**config.mk**
```make
export PLATFORM = sky130hd
export DESIGN_NAME = pcode_gen
export DESIGN_NICKNAME = d
export VERILOG_FILES = /design/src/rtl/pcode_pkg.sv /design/src/rtl/pcode_lfsr12.sv /design/src/rtl/pcode_pair_ctrl.sv /design/src/rtl/pcode_delay.sv /design/src/rtl/pcode_gen.sv
export SDC_FILE = /design/constraint.sdc
export NUM_CORES = 1
export LEC_CHECK = 0
export BUFFER_PORTS_ARGS = -buffer_cell sky130_fd_sc_hd__buf_2
export CORE_ASPECT_RATIO = 0.5
export CORE_MARGIN = 2
export CORE_UTILIZATION = 30
export DETAILED_ROUTE_END_ITERATION = 10
export GPL_ROUTABILITY_DRIVEN = 1
export PLACE_DENSITY = 0.41
export SYNTH_ARGS = -nofsm -noshare
export SYNTH_HDL_FRONTEND = slang
export SYNTH_SLANG_ARGS = --single-unit
```
**constraint.sdc**
```tcl
create_clock -name clk -period 2.7 [get_ports clk]
set_input_delay 0.405 -clock clk [delete_from_list [all_inputs] [get_ports clk]]
set_output_delay 0.405 -clock clk [all_outputs]
set_load 0.01 [all_outputs]
```
**src/rtl/pcode_pkg.sv**
```systemverilog
package pcode_pkg;

    localparam int REG_W = 12;
    localparam int NUM_REGS = 4;

    // Feedback tap masks: bit k-1 set for tap stage k
    localparam logic [REG_W-1:0] TAP_MASK [NUM_REGS] = '{
        12'hCA0,    // X1A: 6 8 11 12
        12'hF93,    // X1B: 1 2 5 8 9 10 11 12
        12'hFDD,    // X2A: 1 3 4 5 7 8 9 10 11 12
        12'h98E     // X2B: 2 3 4 8 9 12
    };

    // Start values, stage 12 in the most significant bit
    localparam logic [REG_W-1:0] START_VAL [NUM_REGS] = '{
        12'b001001001000,
        12'b010101010100,
        12'b100100100101,
        12'b010101010100
    };

    typedef enum logic [1:0] {
        PH_RUN,
        PH_B_HOLD,
        PH_ALL_HOLD
    } pair_phase_e;

endpackage

```
**src/rtl/pcode_lfsr12.sv**
```systemverilog
module pcode_lfsr12 #(
    parameter int W = 12,
    parameter logic [W-1:0] TAPS = '0,
    parameter logic [W-1:0] START = '0
) (
    input  logic         clk,
    input  logic         rst,
    input  logic         step,
    input  logic         load,
    output logic [W-1:0] q,
    output logic         bit_o
);

    logic fb;

    always_comb begin
        fb = ^(q & TAPS);
    end

    always_ff @(posedge clk) begin
        if (rst || load) begin
            q <= START;
        end else if (step) begin
            q <= {q[W-2:0], fb};
        end
    end

    assign bit_o = q[W-1];

endmodule

```
**src/rtl/pcode_pair_ctrl.sv**
```systemverilog
module pcode_pair_ctrl
    import pcode_pkg::*;
#(
    parameter int LEN_A = 4092,
    parameter int LEN_B = 4093,
    parameter int CYC_A = 3750,
    parameter int CYC_B = 3749,
    parameter int EXTRA = 0
) (
    input  logic        clk,
    input  logic        rst,
    input  logic        ce,
    output logic        step_a,
    output logic        load_a,
    output logic        step_b,
    output logic        load_b,
    output logic        period_end,
    output pair_phase_e phase
);

    localparam int PA_W = $clog2(LEN_A);
    localparam int PB_W = $clog2(LEN_B);
    localparam int CA_W = $clog2(CYC_A + 1);
    localparam int CB_W = $clog2(CYC_B + 1);
    localparam int XC_W = $clog2(EXTRA + 2);

    logic [PA_W-1:0] pos_a;
    logic [PB_W-1:0] pos_b;
    logic [CA_W-1:0] cyc_a;
    logic [CB_W-1:0] cyc_b;
    logic [XC_W-1:0] xcnt;

    pair_phase_e phase_q, phase_d;
    logic adv_a, adv_b;
    logic last_a, last_b, final_a, final_b, xdone;

    assign last_a  = (int'(pos_a) == LEN_A - 1);
    assign last_b  = (int'(pos_b) == LEN_B - 1);
    assign final_a = last_a && (int'(cyc_a) == CYC_A - 1);
    assign final_b = last_b && (int'(cyc_b) == CYC_B - 1);
    assign xdone   = (int'(xcnt) == EXTRA - 1);

    // State register
    always_ff @(posedge clk) begin
        if (rst) begin
            phase_q <= PH_RUN;
        end else begin
            phase_q <= phase_d;
        end
    end

    // Next state and outputs
    always_comb begin
        phase_d    = phase_q;
        adv_a      = 1'b0;
        adv_b      = 1'b0;
        period_end = 1'b0;
        unique case (phase_q)
            PH_RUN: begin
                adv_a = ce;
                adv_b = ce;
                if (ce && final_b) begin
                    phase_d = PH_B_HOLD;
                end
            end
            PH_B_HOLD: begin
                adv_a = ce;
                if (ce && final_a) begin
                    if (EXTRA == 0) begin
                        phase_d    = PH_RUN;
                        period_end = 1'b1;
                    end else begin
                        phase_d = PH_ALL_HOLD;
                    end
                end
            end
            PH_ALL_HOLD: begin
                if (ce && xdone) begin
                    phase_d    = PH_RUN;
                    period_end = 1'b1;
                end
            end
            default: phase_d = PH_RUN;
        endcase
    end

    assign step_a = adv_a && !last_a;
    assign load_a = adv_a && last_a;
    assign step_b = adv_b && !last_b;
    assign load_b = adv_b && last_b;
    assign phase  = phase_q;

    // Position and cycle counters
    always_ff @(posedge clk) begin
        if (rst) begin
            pos_a <= '0;
            cyc_a <= '0;
        end else if (adv_a) begin
            pos_a <= last_a ? '0 : pos_a + 1'b1;
            if (last_a) begin
                cyc_a <= final_a ? '0 : cyc_a + 1'b1;
            end
        end
    end

    always_ff @(posedge clk) begin
        if (rst) begin
            pos_b <= '0;
            cyc_b <= '0;
        end else if (adv_b) begin
            pos_b <= last_b ? '0 : pos_b + 1'b1;
            if (last_b) begin
                cyc_b <= final_b ? '0 : cyc_b + 1'b1;
            end
        end
    end

    always_ff @(posedge clk) begin
        if (rst) begin
            xcnt <= '0;
        end else if (phase_q == PH_ALL_HOLD && ce) begin
            xcnt <= xdone ? '0 : xcnt + 1'b1;
        end
    end

endmodule

```
**src/rtl/pcode_delay.sv**
```systemverilog
module pcode_delay #(
    parameter int DEPTH = 37,
    parameter int IDX_W = $clog2(DEPTH + 1)
) (
    input  logic             clk,
    input  logic             rst,
    input  logic             ce,
    input  logic             din,
    input  logic [IDX_W-1:0] idx,
    output logic             tap,
    output logic             tap_ok
);

    logic [DEPTH-1:0] hist;

    always_ff @(posedge clk) begin
        if (rst) begin
            hist <= '0;
        end else if (ce) begin
            hist <= {hist[DEPTH-2:0], din};
        end
    end

    always_comb begin
        tap_ok = (idx != '0) && (int'(idx) <= DEPTH);
        tap    = 1'b0;
        for (int k = 1; k <= DEPTH; k++) begin
            if (int'(idx) == k) begin
                tap = hist[k-1];
            end
        end
    end

endmodule

```
**src/rtl/pcode_gen.sv**
```systemverilog
module pcode_gen
    import pcode_pkg::*;
#(
    parameter int LEN_A     = 4092,
    parameter int LEN_B     = 4093,
    parameter int CYC_A     = 3750,
    parameter int CYC_B     = 3749,
    parameter int X2_EXTRA  = 37,
    parameter int MAX_DELAY = 37
) (
    input  logic                           clk,
    input  logic                           rst,
    input  logic                           ce,
    input  logic [$clog2(MAX_DELAY+1)-1:0] sat_idx,
    output logic                           code_o,
    output logic                           epoch_o
);

    localparam int IDX_W = $clog2(MAX_DELAY + 1);

    logic [REG_W-1:0] lfsr_q   [NUM_REGS];
    logic             lfsr_bit [NUM_REGS];
    logic             reg_step [NUM_REGS];
    logic             reg_load [NUM_REGS];
    logic             pend     [2];
    pair_phase_e      pphase   [2];

    logic x1_bit, x2_bit, x2_tap, tap_ok, epoch_q;

    // Pair 0 forms X1, pair 1 forms X2 (with an extra hold)
    for (genvar p = 0; p < 2; p++) begin : g_pair
        pcode_pair_ctrl #(
            .LEN_A(LEN_A),
            .LEN_B(LEN_B),
            .CYC_A(CYC_A),
            .CYC_B(CYC_B),
            .EXTRA((p == 0) ? 0 : X2_EXTRA)
        ) u_ctrl (
            .clk       (clk),
            .rst       (rst),
            .ce        (ce),
            .step_a    (reg_step[2*p]),
            .load_a    (reg_load[2*p]),
            .step_b    (reg_step[2*p+1]),
            .load_b    (reg_load[2*p+1]),
            .period_end(pend[p]),
            .phase     (pphase[p])
        );
    end

    for (genvar g = 0; g < NUM_REGS; g++) begin : g_reg
        pcode_lfsr12 #(
            .W    (REG_W),
            .TAPS (TAP_MASK[g]),
            .START(START_VAL[g])
        ) u_lfsr (
            .clk  (clk),
            .rst  (rst),
            .step (reg_step[g]),
            .load (reg_load[g]),
            .q    (lfsr_q[g]),
            .bit_o(lfsr_bit[g])
        );
    end

    assign x1_bit = lfsr_bit[0] ^ lfsr_bit[1];
    assign x2_bit = lfsr_bit[2] ^ lfsr_bit[3];

    pcode_delay #(
        .DEPTH(MAX_DELAY),
        .IDX_W(IDX_W)
    ) u_delay (
        .clk   (clk),
        .rst   (rst),
        .ce    (ce),
        .din   (x2_bit),
        .idx   (sat_idx),
        .tap   (x2_tap),
        .tap_ok(tap_ok)
    );

    always_ff @(posedge clk) begin
        if (rst) begin
            epoch_q <= 1'b0;
        end else begin
            epoch_q <= pend[0];
        end
    end

    assign code_o  = tap_ok & (x1_bit ^ x2_tap);
    assign epoch_o = epoch_q;

endmodule

```
# Word-level counts from Yosys, hierarchy flattened
# Index checks and enable logic that the tools add are counted.
[word_totals]
reg_bits = 192
out_inout_bits = 2
[op_classes]
add_sub_neg = 9
n_lt_le_gt_ge = 1
n_eq_ne = 55
muxes = 58
bitwise = 6
reduce_logical = 43
[op_table]
columns = ["operator", "n"]
rows = [
  ["equality test 6 bit, second input constant", 23],
  ["adder 12 x 1 -> 12 bit, second input constant", 8],
  ["two-way mux 12 bit", 8],
  ["equality test 12 x 10 -> 1 bit, second input constant", 4],
  ["equality test 6 x 5 -> 1 bit, second input constant", 8],
  ["XOR reduction 12 bit", 4],
  ["two-way mux 1 bit", 42],
  ["equality test 12 x 3 -> 1 bit, second input constant", 2],
  ["equality test 12 x 4 -> 1 bit, second input constant", 2],
  ["equality test 6 x 4 -> 1 bit, second input constant", 4],
  ["logical AND 1 bit", 19],
  ["equality test 6 x 3 -> 1 bit, second input constant", 2],
  ["one-hot mux 2 bit (3 select lines)", 2],
  ["two-way mux 2 bit", 5],
  ["inequality test 2 x 1 -> 1 bit, second input constant", 5],
  ["AND reduction 2 bit", 4],
  ["adder 6 x 1 -> 6 bit, second input constant", 1],
  ["equality test 6 x 2 -> 1 bit, second input constant", 1],
  ["<= comparator 6 bit, second input constant", 1],
  ["two-way mux 6 bit", 1],
  ["AND reduction 3 bit", 2],
  ["nonzero test 6 bit", 1],
  ["OR reduction 2 bit", 3],
  ["equality test 2 x 1 -> 1 bit, second input constant", 2],
  ["7 further kinds", 18],
]

# Logic depth before layout (Yosys ltp)
[logic_depth]
depth_word = 40
ltp_mapped = 8
mapped_depth_nobuf = 8

# Hierarchy
# A second synthesis with hierarchy kept.
[unflattened]
hier_cells = 1064
area_unflattened_um2 = 9384.0
[modules_own_cells]
columns = ["module", "instances", "cells_each", "area_per_inst_um2"]
rows = [
  ["pcode_pair_ctrl (g_pair[1].u_ctrl)", 1, 334, 2797.7],
  ["pcode_pair_ctrl (g_pair[0].u_ctrl)", 1, 312, 2542.4],
  ["pcode_delay", 1, 222, 1991.9],
  ["pcode_lfsr12 (g_reg[2].u_lfsr)", 1, 52, 533.0],
  ["pcode_lfsr12 (g_reg[1].u_lfsr)", 1, 48, 505.5],
  ["pcode_lfsr12 (g_reg[3].u_lfsr)", 1, 46, 481.7],
  ["pcode_lfsr12 (g_reg[0].u_lfsr)", 1, 45, 465.4],
  ["pcode_gen", 1, 5, 66.3],
]

# Worst setup path before layout
# No wires, ideal clock.
[synth_path]
path_type = "input to output"
start = "input port sat_idx[3]"
end = "output port code_o"
arrival_time_ns = 2.017
required_ns = 2.295
path_slack_ns = 0.278
cell_stages = 7
path_buffers = 1
cell_sequence = "clkbuf_1 or3b_1 a221o_1 nor2_1 a31oi_1 a221oi_1 mux2_2"
[synth_between]
elab_chain_cells = 40
word_cells_on_any_way = 79
classes_between = "order compare: 1; eq/ne: 37; mux: 37; bitwise: 2; reduce/logical: 2"
[synth_rtl]
columns = ["element", "line_no", "rtl"]
rows = [
  ["start, declared", "pcode_gen.sv:14", "input logic [$clog2(MAX_DELAY+1)-1:0] sat_idx,"],
  ["equality test 6 x 2 -> 1 bit", "pcode_delay.sv:28", "if (int'(idx) == k) begin"],
  ["two-way mux 1 bit (37 in a row)", "pcode_delay.sv:28", ""],
  ["XOR 1 bit", "pcode_gen.sv:90", "assign code_o = tap_ok & (x1_bit ^ x2_tap);"],
  ["AND 1 bit (*)", "pcode_gen.sv:90", ""],
  ["end, declared", "pcode_gen.sv:15", "output logic code_o,"],
]
# Mark *: on every way between the ends. The rest lies on a longest branch, timed or not.

# Worst setup path in the final report
[layout_path]
start = "register u_delay.hist[17]"
end = "output port code_o"
[layout_between]
elab_chain_cells = 22
[layout_rtl]
columns = ["element", "line_no", "rtl"]
rows = [
  ["start, declared", "pcode_delay.sv:14", "logic [DEPTH-1:0] hist;"],
  ["start signal, assigned", "pcode_delay.sv:20", "hist <= {hist[DEPTH-2:0], din};"],
  ["two-way mux 1 bit (20 in a row)", "pcode_delay.sv:28", ""],
  ["XOR 1 bit", "pcode_gen.sv:90", ""],
  ["AND 1 bit", "pcode_gen.sv:90", ""],
]
# No other way between the ends.

==> out/metrics.yaml <==
power_and_ir_drop:
  finalPower_uw: 5750
  pwr-share-seq: 0.512
  power.leakage_uw: 0.00356
  swShare: 0.257
  power_frac_comb: 0.076
  power.density_cell_area_mw_per_mm2: 581
  p_int_uw: 4270
  clkPwrFrac: 0.412
  p_switching_uw: 1480
  irDropWorstVdd_uv: 480
detailed_routing:
  highest_layer: "met4"
  wirelength_um: 18700
  wl_met2_um: 7960
  vias_per_cell: 4.68
  remaining_drc_errors: 0
  initialDrtViolationCount: 352
  wl_per_cell_um: 13.1
  met3WireLength_um: 490
  vias: 6687
  first_pass_iters: 5
  ant_nets: 0
  met1_length_um: 10100
floorplanning:
  die_h_um: 125
  die_w_um: 245
  boundaryPins: 11
  core_area_mm2: 0.0288
  start_util: 0.303
  row_count: 44
  dieArea_mm2: 0.0306
clock_network:
  htree_levels: 4
  clk_pin_slew_ns: 0.08
  cts_tree: "done"
  cts-hold-fix-buffers: 0
  clockBufferDepth: 2
  cts_buffers: 17
  cts.sinks: 191
  clk_latency_ns: 0.45
  cts_root_buf: "clkbuf_16"
timing:
  setup_viol: 0
  finalHoldViolCount: 0
  fin_crit_sh: 0.994
  hold_ws_ns: 0.446
  grt_setup_unrepaired: "yes"
  max_freq_mhz: 373
  fin_skew_ns: 0.00854
  slew_violations: 0
  relSlewSlack: 0.388
  tightest_slew_ns: 0.906
  period_needed_ns: 2.68
finish:
  stdcell_count: 1428
  drive_gt1_frac: 0.0916
  fill_cells: 3043
  fin_util: 0.343
  fin_nets: 1049
  final-seq-area_mm2: 0.00383
  multi_input_area_mm2: 0.00467
  fin_area_mm2: 0.00989
  mostFrequentLayoutCell: "dfxtp_1"
  antenna_cells: 0
  area_growth_pct: 13.1
  final_cell_mix: "dfxtp_1, nor2_1, nand2_1"
synth:
  seq_area_frac_synth: 0.437
  ys_ff_latch: 191
  syn_inst: 1013
  ys.warnings.count: 0
  synthArstFlopShare: 0
  synthesis.area_mm2: 0.00874
  synth_cell_types: 62
  synth_edf_count: 0
  syn_area_per_cell_um2: 8.63
  syn_nets: 1038
  synthFlopType: "dfxtp_1"
grt:
  grt_max_degree: 57
  grt_usage: 0.131
  antenna_found_initial: 0
  grt_overflow_total: 0
  grt_pass1_vias: 6627
  grt_pass1_wl_um: 32800
place:
  io_buffers: 10
  place_area_mm2: 0.00929
  globalplace.congestion: 0.781
  dpl.cell_count: 1393
  dp_hpwl_um: 12500
outcome:
  status: "finished clean"
run:
  cap_violations: 0
worst_setup_path:
  critPathRequiredTime_ns: 2.30
  worstPathArrival_ns: 2.28
  setup.worst_path.class: "reg2out"
  critPathLaunchType: "flop"
  setup.worst_path.end_class: "primary output"
  crit_fanout: 3
worst_hold_path:
  min_path_type: "in2reg"
[layer usage]
layer	up-vias	track usage
li1	3522	-
met1	3112	0.183
met2	39	0.198
met3	14	0.0351
met4	0	0.0385
met5	-	0
[final cells by class]
class                      instances  share of cell area
clock buffer                      18              0.0434
clock inverter                    14              0.0111
inverter                          20             0.00759
multi-input combinational        753               0.472
sequential                       191               0.387
tap                              391              0.0495
timing repair buffer              41              0.0295
[power groups by stage]
stage          Sequential (µW)  Combinational [µW]  Clock [µW]
5_1_grt                   2950                 494        2600
4_1_cts                   2940                 442        2480
3_5_place_dp              3010                 433           0
6_report                  2940                 439        2370
2_1_floorplan             2990                 337           0
3_3_place_gp              3010                 429           0
[final timing paths]
| kind | depth (start not counted) | endpoint | slack, ns | startpoint |
|---|---|---|---|---|
| setup / recovery | 7 | code_o | 0.02 | u_delay.hist[17] |
| hold / removal | 2 | g_reg[1].u_lfsr.q[7] | 0.45 | rst |
| setup reg to reg | 6 | g_pair[0].u_ctrl.cyc_a[2] | 0.42 | g_pair[0].u_ctrl.cyc_a[2] |
| hold reg to reg | 2 | g_reg[2].u_lfsr.q[1] | 0.46 | g_reg[2].u_lfsr.q[1] |
[logic make-up (layout without fill, tap and decap cells)]
group	Yosys count	count (layout)	synth area share
xor+xnor	99	99	0.0992
compound gates	129	129	0.0934
simple gates	459	459	0.257
fa+ha+maj	16	16	0.0229
flops	191	191	0.437
buf+inv	69	93	0.0323
mux	50	50	0.0580
[synthesized netlist by cell type, types with 7 or more instances]
master      n  share of area
dfxtp_1   191           0.44
nor2_1    179          0.077
nand2_1    74          0.032
xnor2_1    58          0.058
mux2i_1    45          0.052
a21oi_1    43          0.025
nand3_1    42          0.024
xor2_1     41          0.041
nand4_1    34          0.024
clkbuf_1   33          0.014
nor3_1     25          0.014
nand2b_1   23          0.016
a22oi_1    20          0.017
inv_1      20         0.0086
o21ai_0    17         0.0097
ha_1       16          0.023
o22ai_1    14          0.010
buf_2      13         0.0074
and3_1     10         0.0072
nor4_1     10         0.0072
or3_1      10         0.0072
nor2b_1     9         0.0064
o21bai_1    7         0.0060
[critical path, stage by stage (launching register included)]
cell	delay (ns)
dfxtp_2	0.33
mux2_4	0.28
a221o_1	0.30
nor2_1	0.09
a31oi_1	0.06
a221oi_2	0.30
mux2_4	0.34
buf_6	0.12
[flip-flops by register name, summed over array words and instances, names as in the netlist]
name                 flops
g_pair.u_ctrl.xcnt       6
epoch_o                  1
g.u_lfsr.q              48
g_pair.u_ctrl.pos_b     24
u_delay.hist            37
g_pair.u_ctrl.cyc_b     24
g_pair.u_ctrl.cyc_a     24
g_pair.u_ctrl.phase      3
g_pair.u_ctrl.pos_a     24
[timing repair]
action / 4_1_cts / 5_1_grt
pin swaps: 2 / 1
endpoints found under the setup margin: 1 / 1
gates resized for setup: 8 / 3
buffers inserted: 3 / 0
endpoints found under the hold margin: 0 / 0
[through the flow]
| step | setup TNS, ns | setup WS [ns] |
|---|---|---|
| detailed placement | -0.0796 | -0.0796 |
| global route | -0.0910 | -0.0910 |
| CTS | -0.0412 | -0.0412 |
| floorplan | 0 | 0.278 |
| finish | 0 | 0.0161 |
| global placement | -0.0426 | -0.0426 |
(Power assumes the default switching activity.)
